<file path="config.mk">
export PLATFORM = sky130hd
export DESIGN_NAME = smt_top
export DESIGN_NICKNAME = d
export VERILOG_FILES = /design/src/rtl/smt_pkg.sv /design/src/rtl/smt_ctrl.sv /design/src/rtl/smt_regs.sv /design/src/rtl/smt_route.sv /design/src/rtl/smt_top.sv
export SDC_FILE = /design/constraint.sdc
export NUM_CORES = 1
export LEC_CHECK = 0
export BUFFER_PORTS_ARGS = -buffer_cell sky130_fd_sc_hd__buf_4
export CORE_MARGIN = 2
export CORE_UTILIZATION = 23
export CTS_BUF_LIST = sky130_fd_sc_hd__clkbuf_8
export DETAILED_ROUTE_END_ITERATION = 8
export SYNTH_ARGS = -nofsm -noshare
export SYNTH_HDL_FRONTEND = slang
export SYNTH_SLANG_ARGS = --single-unit
</file>
<file path="constraint.sdc">
create_clock -name clk -period 10.23 [get_ports clk]
set_clock_uncertainty 0.15 [all_clocks]
set_input_delay 3.069 -clock clk [delete_from_list [all_inputs] [get_ports clk]]
set_output_delay 3.069 -clock clk [all_outputs]
set_load 0.05 [all_outputs]
</file>
<file path="src/rtl/smt_pkg.sv">
package smt_pkg;
  typedef enum logic [2:0] {
    ROUTE_DRAM  = 3'd0,
    ROUTE_PCI   = 3'd1,
    ROUTE_SMRAM = 3'd2,
    ROUTE_HOLE  = 3'd3,
    ROUTE_HIGH  = 3'd4
  } route_e;

  typedef struct packed {
    logic ctlWe;
    logic extCtlWe;
    logic sizeLoWe;
    logic sizeHiWe;
  } cfg_strobe_t;

  typedef struct packed {
    logic dOpen;
    logic gEn;
    logic hiEn;
    logic tEn;
  } smm_view_t;

  localparam int OPEN_BIT   = 6;
  localparam int LOCK_BIT   = 4;
  localparam int GLOBAL_BIT = 3;
  localparam int HIGH_BIT   = 7;
  localparam int TSEL_LO    = 1;
  localparam int TEN_BIT    = 0;

  localparam logic [7:0]  CTL_RESET      = 8'h02;
  localparam logic [7:0]  EXT_CTL_RESET  = 8'h00;
  localparam logic [7:0]  CTL_MASK_OPEN  = 8'h78;
  localparam logic [7:0]  CTL_MASK_LOCK  = 8'h20;
  localparam logic [7:0]  EXT_MASK_OPEN  = 8'h87;
  localparam logic [7:0]  EXT_MASK_LOCK  = 8'h00;
  localparam logic [15:0] SIZE_QUERY     = 16'hFFFF;
endpackage

</file>
<file path="src/rtl/smt_ctrl.sv">
module smt_ctrl
  import smt_pkg::*;
(
  input  logic        cfgWrEn,
  input  logic [3:0]  cfgByteEn,
  output cfg_strobe_t strobe
);
  always_comb begin
    strobe.ctlWe    = cfgWrEn & cfgByteEn[0];
    strobe.extCtlWe = cfgWrEn & cfgByteEn[1];
    strobe.sizeLoWe = cfgWrEn & cfgByteEn[2];
    strobe.sizeHiWe = cfgWrEn & cfgByteEn[3];
  end
endmodule

</file>
<file path="src/rtl/smt_regs.sv">
module smt_regs
  import smt_pkg::*;
#(
  parameter int EXT_TSEG_MB = 16,
  parameter int MB_W        = 12
) (
  input  logic             clk,
  input  logic             rstN,
  input  cfg_strobe_t      strobe,
  input  logic [31:0]      cfgWrData,
  output logic [31:0]      cfgRdData,
  output smm_view_t        view,
  output logic [MB_W-1:0]  tsegMb
);
  localparam logic [15:0] EXT_WORD   = 16'(EXT_TSEG_MB);
  localparam logic [15:0] SIZE_RESET = (EXT_TSEG_MB > 0) ? SIZE_QUERY : 16'h0000;

  logic [7:0]  ctlReg, extCtlReg, ctlNext, extNext, ctlMask, extMask;
  logic [15:0] sizeReg, sizeNext, sizeMerged;
  logic        locked;

  assign locked  = ctlReg[LOCK_BIT];
  assign ctlMask = locked ? CTL_MASK_LOCK : CTL_MASK_OPEN;
  assign extMask = locked ? EXT_MASK_LOCK : EXT_MASK_OPEN;

  always_comb begin
    ctlNext = ctlReg;
    if (strobe.ctlWe) ctlNext = (ctlReg & ~ctlMask) | (cfgWrData[7:0] & ctlMask);
    if (ctlNext[LOCK_BIT]) ctlNext[OPEN_BIT] = 1'b0;
  end

  always_comb begin
    extNext = extCtlReg;
    if (strobe.extCtlWe) extNext = (extCtlReg & ~extMask) | (cfgWrData[15:8] & extMask);
  end

  always_comb begin
    sizeMerged[7:0]  = strobe.sizeLoWe ? cfgWrData[23:16] : sizeReg[7:0];
    sizeMerged[15:8] = strobe.sizeHiWe ? cfgWrData[31:24] : sizeReg[15:8];
    sizeNext = sizeMerged;
    if ((strobe.sizeLoWe || strobe.sizeHiWe) && (EXT_TSEG_MB > 0)
        && (sizeMerged == SIZE_QUERY))
      sizeNext = EXT_WORD;
  end

  always_ff @(posedge clk) begin
    if (!rstN) begin
      ctlReg    <= CTL_RESET;
      extCtlReg <= EXT_CTL_RESET;
      sizeReg   <= SIZE_RESET;
    end else begin
      ctlReg    <= ctlNext;
      extCtlReg <= extNext;
      sizeReg   <= sizeNext;
    end
  end

  assign cfgRdData = {sizeReg, extCtlReg, ctlReg};

  always_comb begin
    view.dOpen = ctlReg[OPEN_BIT];
    view.gEn   = ctlReg[GLOBAL_BIT];
    view.hiEn  = extCtlReg[HIGH_BIT];
    view.tEn   = extCtlReg[TEN_BIT];
  end

  always_comb begin
    unique case (extCtlReg[TSEL_LO +: 2])
      2'd0:    tsegMb = MB_W'(1);
      2'd1:    tsegMb = MB_W'(2);
      2'd2:    tsegMb = MB_W'(8);
      default: tsegMb = MB_W'(EXT_TSEG_MB);
    endcase
    if (!extCtlReg[TEN_BIT]) tsegMb = '0;
  end

  assert_lock_closes_R3: assert property (@(posedge clk) disable iff (!rstN)
    ctlReg[LOCK_BIT] |-> !ctlReg[OPEN_BIT]);

  assert_lock_sticky_R3: assert property (@(posedge clk) disable iff (!rstN)
    $past(ctlReg[LOCK_BIT]) |-> ctlReg[LOCK_BIT]);

  assert_ext_frozen_R3: assert property (@(posedge clk) disable iff (!rstN)
    $past(ctlReg[LOCK_BIT]) |-> $stable(extCtlReg));

  generate
    if (EXT_TSEG_MB > 0) begin : g_query
      assert_query_answered_R9: assert property (@(posedge clk) disable iff (!rstN)
        (strobe.sizeLoWe || strobe.sizeHiWe) |=> (sizeReg != SIZE_QUERY));
    end
  endgenerate
endmodule

</file>
<file path="src/rtl/smt_route.sv">
module smt_route
  import smt_pkg::*;
#(
  parameter int              ADDR_W  = 32,
  parameter logic [ADDR_W-1:0] LOW_TOP = 32'h4000_0000,
  parameter int              MB_W    = 12
) (
  input  logic              clk,
  input  logic              rstN,
  input  logic [ADDR_W-1:0] accAddr,
  input  logic              accSmm,
  input  logic [2:0]        accLen,
  input  smm_view_t         view,
  input  logic [MB_W-1:0]   tsegMb,
  output route_e            route,
  output logic [31:0]       holeData
);
  localparam logic [ADDR_W-1:0] LOW_WIN_BASE  = ADDR_W'(32'h000A_0000);
  localparam logic [ADDR_W-1:0] LOW_WIN_LAST  = ADDR_W'(32'h000B_FFFF);
  localparam logic [ADDR_W-1:0] HIGH_WIN_BASE = ADDR_W'(32'hFEDA_0000);
  localparam logic [ADDR_W-1:0] HIGH_WIN_LAST = ADDR_W'(32'hFEDB_FFFF);

  logic [ADDR_W-1:0] tsegBytes, tsegBase;
  logic inLow, inHigh, inTseg, lenOk;

  assign tsegBytes = ADDR_W'(tsegMb) << 20;
  assign tsegBase  = LOW_TOP - tsegBytes;
  assign inLow  = (accAddr >= LOW_WIN_BASE) && (accAddr <= LOW_WIN_LAST);
  assign inHigh = (accAddr >= HIGH_WIN_BASE) && (accAddr <= HIGH_WIN_LAST);
  assign inTseg = (tsegMb != '0) && (accAddr >= tsegBase) && (accAddr < LOW_TOP);

  always_comb begin
    route = (accAddr < LOW_TOP) ? ROUTE_DRAM : ROUTE_PCI;
    if (inHigh && view.dOpen && view.hiEn) route = ROUTE_HIGH;
    if (inLow) route = (view.dOpen && !view.hiEn) ? ROUTE_SMRAM : ROUTE_PCI;
    if (accSmm && view.gEn) begin
      if (inLow && !view.hiEn) route = ROUTE_SMRAM;
      if (inHigh && view.hiEn) route = ROUTE_HIGH;
    end
    if (inTseg) route = accSmm ? ROUTE_SMRAM : ROUTE_HOLE;
  end

  assign lenOk = (accLen >= 3'd1) && (accLen <= 3'd4);

  generate
    for (genvar b = 0; b < 4; b++) begin : g_lane
      assign holeData[8*b +: 8] =
        ((route == ROUTE_HOLE) && lenOk && (accLen > 3'(b))) ? 8'hFF : 8'h00;
    end
  endgenerate

  assert_hole_not_smm_R7: assert property (@(posedge clk) disable iff (!rstN)
    (route == ROUTE_HOLE) |-> !accSmm);

  assert_no_hole_untseg_R6: assert property (@(posedge clk) disable iff (!rstN)
    !view.tEn |-> (route != ROUTE_HOLE));

  assert_high_gated_R4: assert property (@(posedge clk) disable iff (!rstN)
    (route == ROUTE_HIGH && !accSmm) |-> (view.dOpen && view.hiEn));

  assert_smm_high_R5: assert property (@(posedge clk) disable iff (!rstN)
    (route == ROUTE_HIGH) |-> view.hiEn);

  assert_hole_data_R8: assert property (@(posedge clk) disable iff (!rstN)
    (route != ROUTE_HOLE) |-> (holeData == 32'h0));
endmodule

</file>
<file path="src/rtl/smt_top.sv">
module smt_top
  import smt_pkg::*;
#(
  parameter int                ADDR_W        = 32,
  parameter logic [ADDR_W-1:0] LOW_TOP       = 32'h4000_0000,
  parameter int                EXT_TSEG_MB   = 16,
  parameter int                EXT_TSEG_MAX  = 4095
) (
  input  logic              clk,
  input  logic              rstN,
  input  logic              cfgWrEn,
  input  logic [3:0]        cfgByteEn,
  input  logic [31:0]       cfgWrData,
  output logic [31:0]       cfgRdData,
  input  logic [ADDR_W-1:0] accAddr,
  input  logic              accSmm,
  input  logic [2:0]        accLen,
  output logic [2:0]        accRoute,
  output logic [31:0]       accHoleData
);
  localparam int MB_RAW = $clog2(EXT_TSEG_MAX + 1);
  localparam int MB_W   = (MB_RAW < 4) ? 4 : MB_RAW;

  generate
    if (EXT_TSEG_MB > EXT_TSEG_MAX || EXT_TSEG_MB < 0) begin : g_bad_size
      $error("extended TSEG megabyte count out of range");
    end
    if (ADDR_W < 32) begin : g_bad_width
      $error("address width must cover the high SMRAM alias");
    end
  endgenerate

  cfg_strobe_t      strobe;
  smm_view_t        view;
  logic [MB_W-1:0]  tsegMb;
  route_e           route;

  smt_ctrl u_ctrl (
    .cfgWrEn  (cfgWrEn),
    .cfgByteEn(cfgByteEn),
    .strobe   (strobe)
  );

  smt_regs #(.EXT_TSEG_MB(EXT_TSEG_MB), .MB_W(MB_W)) u_regs (
    .clk      (clk),
    .rstN     (rstN),
    .strobe   (strobe),
    .cfgWrData(cfgWrData),
    .cfgRdData(cfgRdData),
    .view     (view),
    .tsegMb   (tsegMb)
  );

  smt_route #(.ADDR_W(ADDR_W), .LOW_TOP(LOW_TOP), .MB_W(MB_W)) u_route (
    .clk     (clk),
    .rstN    (rstN),
    .accAddr (accAddr),
    .accSmm  (accSmm),
    .accLen  (accLen),
    .view    (view),
    .tsegMb  (tsegMb),
    .route   (route),
    .holeData(accHoleData)
  );

  assign accRoute = route;
endmodule

</file>
# [Word level (Yosys, flattened, before mapping)]
# Index checks and enable logic that the tools add are counted.
[classes] add_sub_neg=1 order_cmp=12 n_eq_ne=4 mux=21 bitwise_logic=13 reduce_logical=23
[op_table] cell="$mux 8" count=7
[op_table] cell="$and 8x8->8" count=4
[op_table] cell="$ge 32x20->1 const B" count=1
[op_table] cell="$ge 32x32->1" count=1
[op_table] cell="$ge 32x32->1 const B" count=1
[op_table] cell="$le 32x20->1 const B" count=1
[op_table] cell="$le 32x32->1 const B" count=1
[op_table] cell="$lt 32x31->1 const B" count=1
[op_table] cell="$sub 31x25->32 const A" count=1
[op_table] cell="$mux 3" count=6
[op_table] cell="$logic_and 1x1->1" count=17
[op_table] cell="$eq 16x16->1 const B" count=1
[op_table] cell="$mux 16" count=1
[op_table] cell="$not 8->8" count=2
[op_table] cell="$or 8x8->8" count=2
[op_table] cell="$pmux 5 s3" count=1
[op_table] cell="$reduce_bool 12->1" count=1
[op_table] cell="$mux 5" count=2
[op_table] cell="$mux 7" count=1
[op_table] cell="$gt 3x1->1 const B" count=2
[op_table] cell="$gt 3x2->1 const B" count=2
[op_table] cell="$and 1x1->1" count=4
[op_table] cell="$reduce_or 2->1" count=2
[op_table] cell="$eq 3x2->1 const B" count=1
[op_table] cell="other kinds (10)" count=11
[word_totals] ff_bits=32 inputBits=75 output_inout_bits=67

# [Longest topological paths before layout]
[depth] ltp_word=14 depth_mapped=11

# [Hierarchy]
# A second synthesis with hierarchy kept.
[unflattened] cells_unflattened=267 area_unflattened_um2=2264.7
[by_module_without_submodules] module="smt_regs" instances=1 cells_each=131 area_per_inst_um2=1262.5 seq_area_each_um2=480.5
[by_module_without_submodules] module="smt_route" instances=1 cells_each=132 area_per_inst_um2=977.2 seq_area_each_um2=0.0
[by_module_without_submodules] module="smt_ctrl" instances=1 cells_each=4 area_per_inst_um2=25.0 seq_area_each_um2=0.0

# [Worst setup path after synthesis]
# No wires, ideal clock.
[synth_path] path_kind="input to output" start="in accAddr[22]" end="out accHoleData[10]" arrival_ps=6066 required_ps=7011 slack_ps=945 path_stages=7 n_path_buf=1 cell_sequence="ha_1 -> nor4bb_1 -> nand4_1 -> o31ai_1 -> o31ai_4 -> nor3_1 -> buf_4"
[synth_via] elab_chain_cells=14 word_cells_on_any_way=25 cone_classes="6 x order compare; 1 x eq/ne; 8 x mux; 10 x reduce/logical"
[synth_rtl] element="from (decl)" line="smt_top.sv:15" source="input logic [ADDR_W-1:0] accAddr,"
[synth_rtl] element="$ge 32x32->1 / $le 32x32->1 (equally long branches)" line="smt_route.sv:29" source="assign inHigh = (accAddr >= HIGH_WIN_BASE) && (accAddr <= HIGH_WIN_LAST);"
[synth_rtl] element="$logic_and 1x1->1" line="smt_route.sv:29"
[synth_rtl] element="$logic_and 1x1->1 (2 in a row)" line="smt_route.sv:34" source="if (inHigh && view.dOpen && view.hiEn) route = ROUTE_HIGH;"
[synth_rtl] element="$mux 3" line="smt_route.sv:34"
[synth_rtl] element="$mux 3" line="smt_route.sv:35" source="if (inLow) route = (view.dOpen && !view.hiEn) ? ROUTE_SMRAM : ROUTE_PCI;"
[synth_rtl] element="$mux 3" line="smt_route.sv:37" source="if (inLow && !view.hiEn) route = ROUTE_SMRAM;"
[synth_rtl] element="$mux 3" line="smt_route.sv:38" source="if (inHigh && view.hiEn) route = ROUTE_HIGH;"
[synth_rtl] element="$mux 3" line="smt_route.sv:36" source="if (accSmm && view.gEn) begin"
[synth_rtl] element="$mux 3 *" line="smt_route.sv:40" source="if (inTseg) route = accSmm ? ROUTE_SMRAM : ROUTE_HOLE;"
[synth_rtl] element="$eq 3x2->1 *" line="smt_route.sv:48" source="((route == ROUTE_HOLE) && lenOk && (accLen > 3'(b))) ? 8'hFF : 8'h00;"
[synth_rtl] element="$logic_and 1x1->1 * (2 in a row)" line="smt_route.sv:48"
[synth_rtl] element="$mux 8 *" line="smt_route.sv:48"
[synth_rtl] element="to (decl)" line="smt_top.sv:19" source="output logic [31:0] accHoleData"
# Mark *: on every way between the ends. The rest lies on a longest branch, timed or not.

# [Final worst setup path]
[layout_path] start="in accAddr[22]" end="out accHoleData[16]"
# Same word-level chain as after synthesis.

==> flow_metrics.env <==
export IMPL_grt_usage_pct=10.8
export IMPL_grt_pass1_wl_um=7900
export IMPL_sw_frac_of_total_pct=35.1
export IMPL_io_buffers=125
export IMPL_fin_crit_sh_pct=84.7
export IMPL_wl_um=5220
export IMPL_core_um2=8090
export IMPL_post_synth_num_cell_types=45
export IMPL_critPathKind="input pin to primary output"
export IMPL_pwr_share_seq_pct=40.8
export IMPL_drt_pass1_iterations=4
export IMPL_intPower_mw=0.164
export IMPL_multi_input_area_um2=1100
export IMPL_wire_per_inst_um=12.5
export IMPL_drv_slew=0
export IMPL_start_util_pct=23.3
export IMPL_gp_congestion=0.764
export IMPL_hold_path_class="flip-flop to flip-flop"
export IMPL_fillers=866
export IMPL_clk_path_buf_depth=2
export IMPL_postSynthCellCount=221
export IMPL_fp_dieW_um=94.5
export IMPL_setup_viol=0
export IMPL_n_antenna_cell=0
export IMPL_cts_resized=0
export IMPL_ios=142
export IMPL_worst_setup_path_start_kind="input pin"
export IMPL_yosysWarnings=0
export IMPL_synth_top_area_share_pct=25.5
export IMPL_grt_max_degree=25
export IMPL_cts_root_buf="clkbuf_8"
export IMPL_drive_gt1_share_pct=43.6
export IMPL_cts_buffers=3
export IMPL_use_met3_pct=2.08
export IMPL_drc=0
export IMPL_cp_data_required_time_ps=7010
export IMPL_cap_violations=0
export IMPL_async_flop_share_pct=0
export IMPL_ys_seq_area_share_pct=25.5
export IMPL_fp_dieArea_um2=8940
export IMPL_drtIter0Drc=36
export IMPL_hold_buffers=0
export IMPL_post_cts_setup_buffers=0
export IMPL_tritoncts="yes"
export IMPL_p_clk_share_pct=22.0
export IMPL_grt_util_met2_pct=19.3
export IMPL_dieHeight_um=94.5
export IMPL_ys_ff_latch=24
export IMPL_hold_ws_ps=324
export IMPL_viasPerCell=4.54
export IMPL_syn_to_final_growth_pct=43.9
export IMPL_ant_nets=0
export IMPL_status="finished, final reports clean"
export IMPL_peakVddDrop_uv=52.1
export IMPL_fmax_ghz=0.115
export IMPL_synth_edff_count=0
export IMPL_rsz0062_at_grt="false"
export IMPL_crit_fanout=8
export IMPL_avgSynthCellArea_um2=8.53
export IMPL_syn_area_um2=1890
export IMPL_combPwrFrac_pct=37.3
export IMPL_worst_pin_slew_ps=781
export IMPL_p_total_mw=0.253
export IMPL_place_ws_ps=1500
export IMPL_p_leak_nw=1.35
export IMPL_seq_area_um2=480
export IMPL_final_net_count=403
export IMPL_h_tree_depth=1
export IMPL_num_vias=1901
export IMPL_row_count=33
export IMPL_grt_busiest_layer="met2"
export IMPL_p_switching_mw=0.0886
export IMPL_hpwl_um=4410
export IMPL_worstPathArrival_ps=5450
export IMPL_grt_pass1_vias=1670
export IMPL_cts_sinks=24
export IMPL_synth_top_cell_by_area="dfxtp_1"
export IMPL_antenna_found_initial=0
export IMPL_synthTopCellsByArea="dfxtp_1, buf_4, mux2i_1, ha_1, o21ai_1"
export IMPL_power_density_nw_per_um2=93.1
export IMPL_gr_usage_met1_pct=13.4
export IMPL_synthFlopType="dfxtp_1"
export IMPL_period_minus_slack_ps=8660
export IMPL_endpoint_kind="primary output"
export IMPL_relSlewSlack_pct=47.6
export IMPL_clk_pin_slew_ps=80
export IMPL_clk_latency_ps=260
export IMPL_finalHoldViolations=0
export IMPL_overflow=0
export IMPL_layout_setup_ws_ps=1570
export IMPL_tns_ps=0
-- cell type report --
cell class	count	share of cell area (%)
multi-input combinational	156	40.5
inverter	6	0.830
tap	105	4.84
sequential	24	17.7
timing repair buffer	125	34.6
clock buffer	3	1.52
-- cell families (layout without fill, tap and decap cells) --
group,Yosys count,after routing,synth area share (%)
mux,21,21,11.2
fa+ha+maj,12,12,7.96
simple gates,74,74,23.2
compound gates,39,39,13.4
other cells,2,8,0.398
flops,24,24,25.5
buf+inv,47,134,17.4
xor+xnor,2,2,0.929
-- power by group through the flow --
| stage | logic [mW] | clock network (mW) | registers (mW) |
|---|---|---|---|
| after floorplan | 0.0430 | 0 | 0.121 |
| after global placement | 0.0936 | 0 | 0.105 |
| after detailed placement | 0.0949 | 0 | 0.105 |
| after CTS | 0.0951 | 0.0586 | 0.103 |
| after global routing | 0.102 | 0.0614 | 0.104 |
| final | 0.0942 | 0.0555 | 0.103 |
-- Yosys cell counts, types with 2 or more instances --
master and number:
buf_4 36, dfxtp_1 24, mux2i_1 20, nor2_1 13
o21ai_1 13, ha_1 12, nand2_1 12, nand4_1 8
a21oi_1 7, nand3_1 7, nor2b_1 7, nor4_1 7
inv_1 6, o21ai_0 6, nor3_1 5, a21boi_0 2
a21o_1 2, buf_6 2, conb_1 2, nand2_4 2
nand3b_1 2, nor3b_1 2, or2_2 2
-- placed cells by master (no fill, tap or decap), types with 3 or more instances in the layout --
master    count
o21ai_1      13
conb_1        8
clkbuf_8      3
dfxtp_1      24
a21oi_1       7
nor4_1        7
inv_1         6
nand2_1      12
nor2b_1       7
nor3_1        5
ha_1         12
o21ai_0       6
nand3_1       7
nor2_1       13
buf_4       125
nand4_1       8
mux2i_1      20
-- per-layer routing --
| layer | up-vias | share of wire (%) | routed length, µm |
|---|---|---|---|
| li1 | 941 | - | - |
| met1 | 864 | 40 | 2100 |
| met2 | 90 | 49 | 2540 |
| met3 | 6 | 9.9 | 516 |
| met4 | 0 | 1.2 | 63 |
| met5 | - | 0 | 0 |
-- through the flow --
stage	util, %	instance area (µm²)	cells
6_report	33.5	2710	419
3_5_place_dp	33.0	2670	416
3_3_place_gp	33.0	2670	416
5_1_grt	33.5	2710	419
4_1_cts	33.5	2710	419
2_1_floorplan	-	1910	227
-- final timing paths --
check                           cells past startpoint               from                  to  slack (ps)
worst min-delay path                                2   u_regs.ctlReg[5]    u_regs.ctlReg[5]         320
worst max-delay path                                8        accAddr[22]     accHoleData[16]        1570
worst max register to register                      5  u_regs.sizeReg[5]  u_regs.sizeReg[13]        8320
worst min register to register                      2   u_regs.ctlReg[5]    u_regs.ctlReg[5]         320
-- critical path, stage by stage --
cell and delay, ps:
buf_4 120, ha_1 280, nor4bb_1 280, nand4_1 130, o31ai_1 410, o31ai_4 140, nor3_1 680, buf_4 330
No activity file was read; power rests on OpenSTA's default activity.
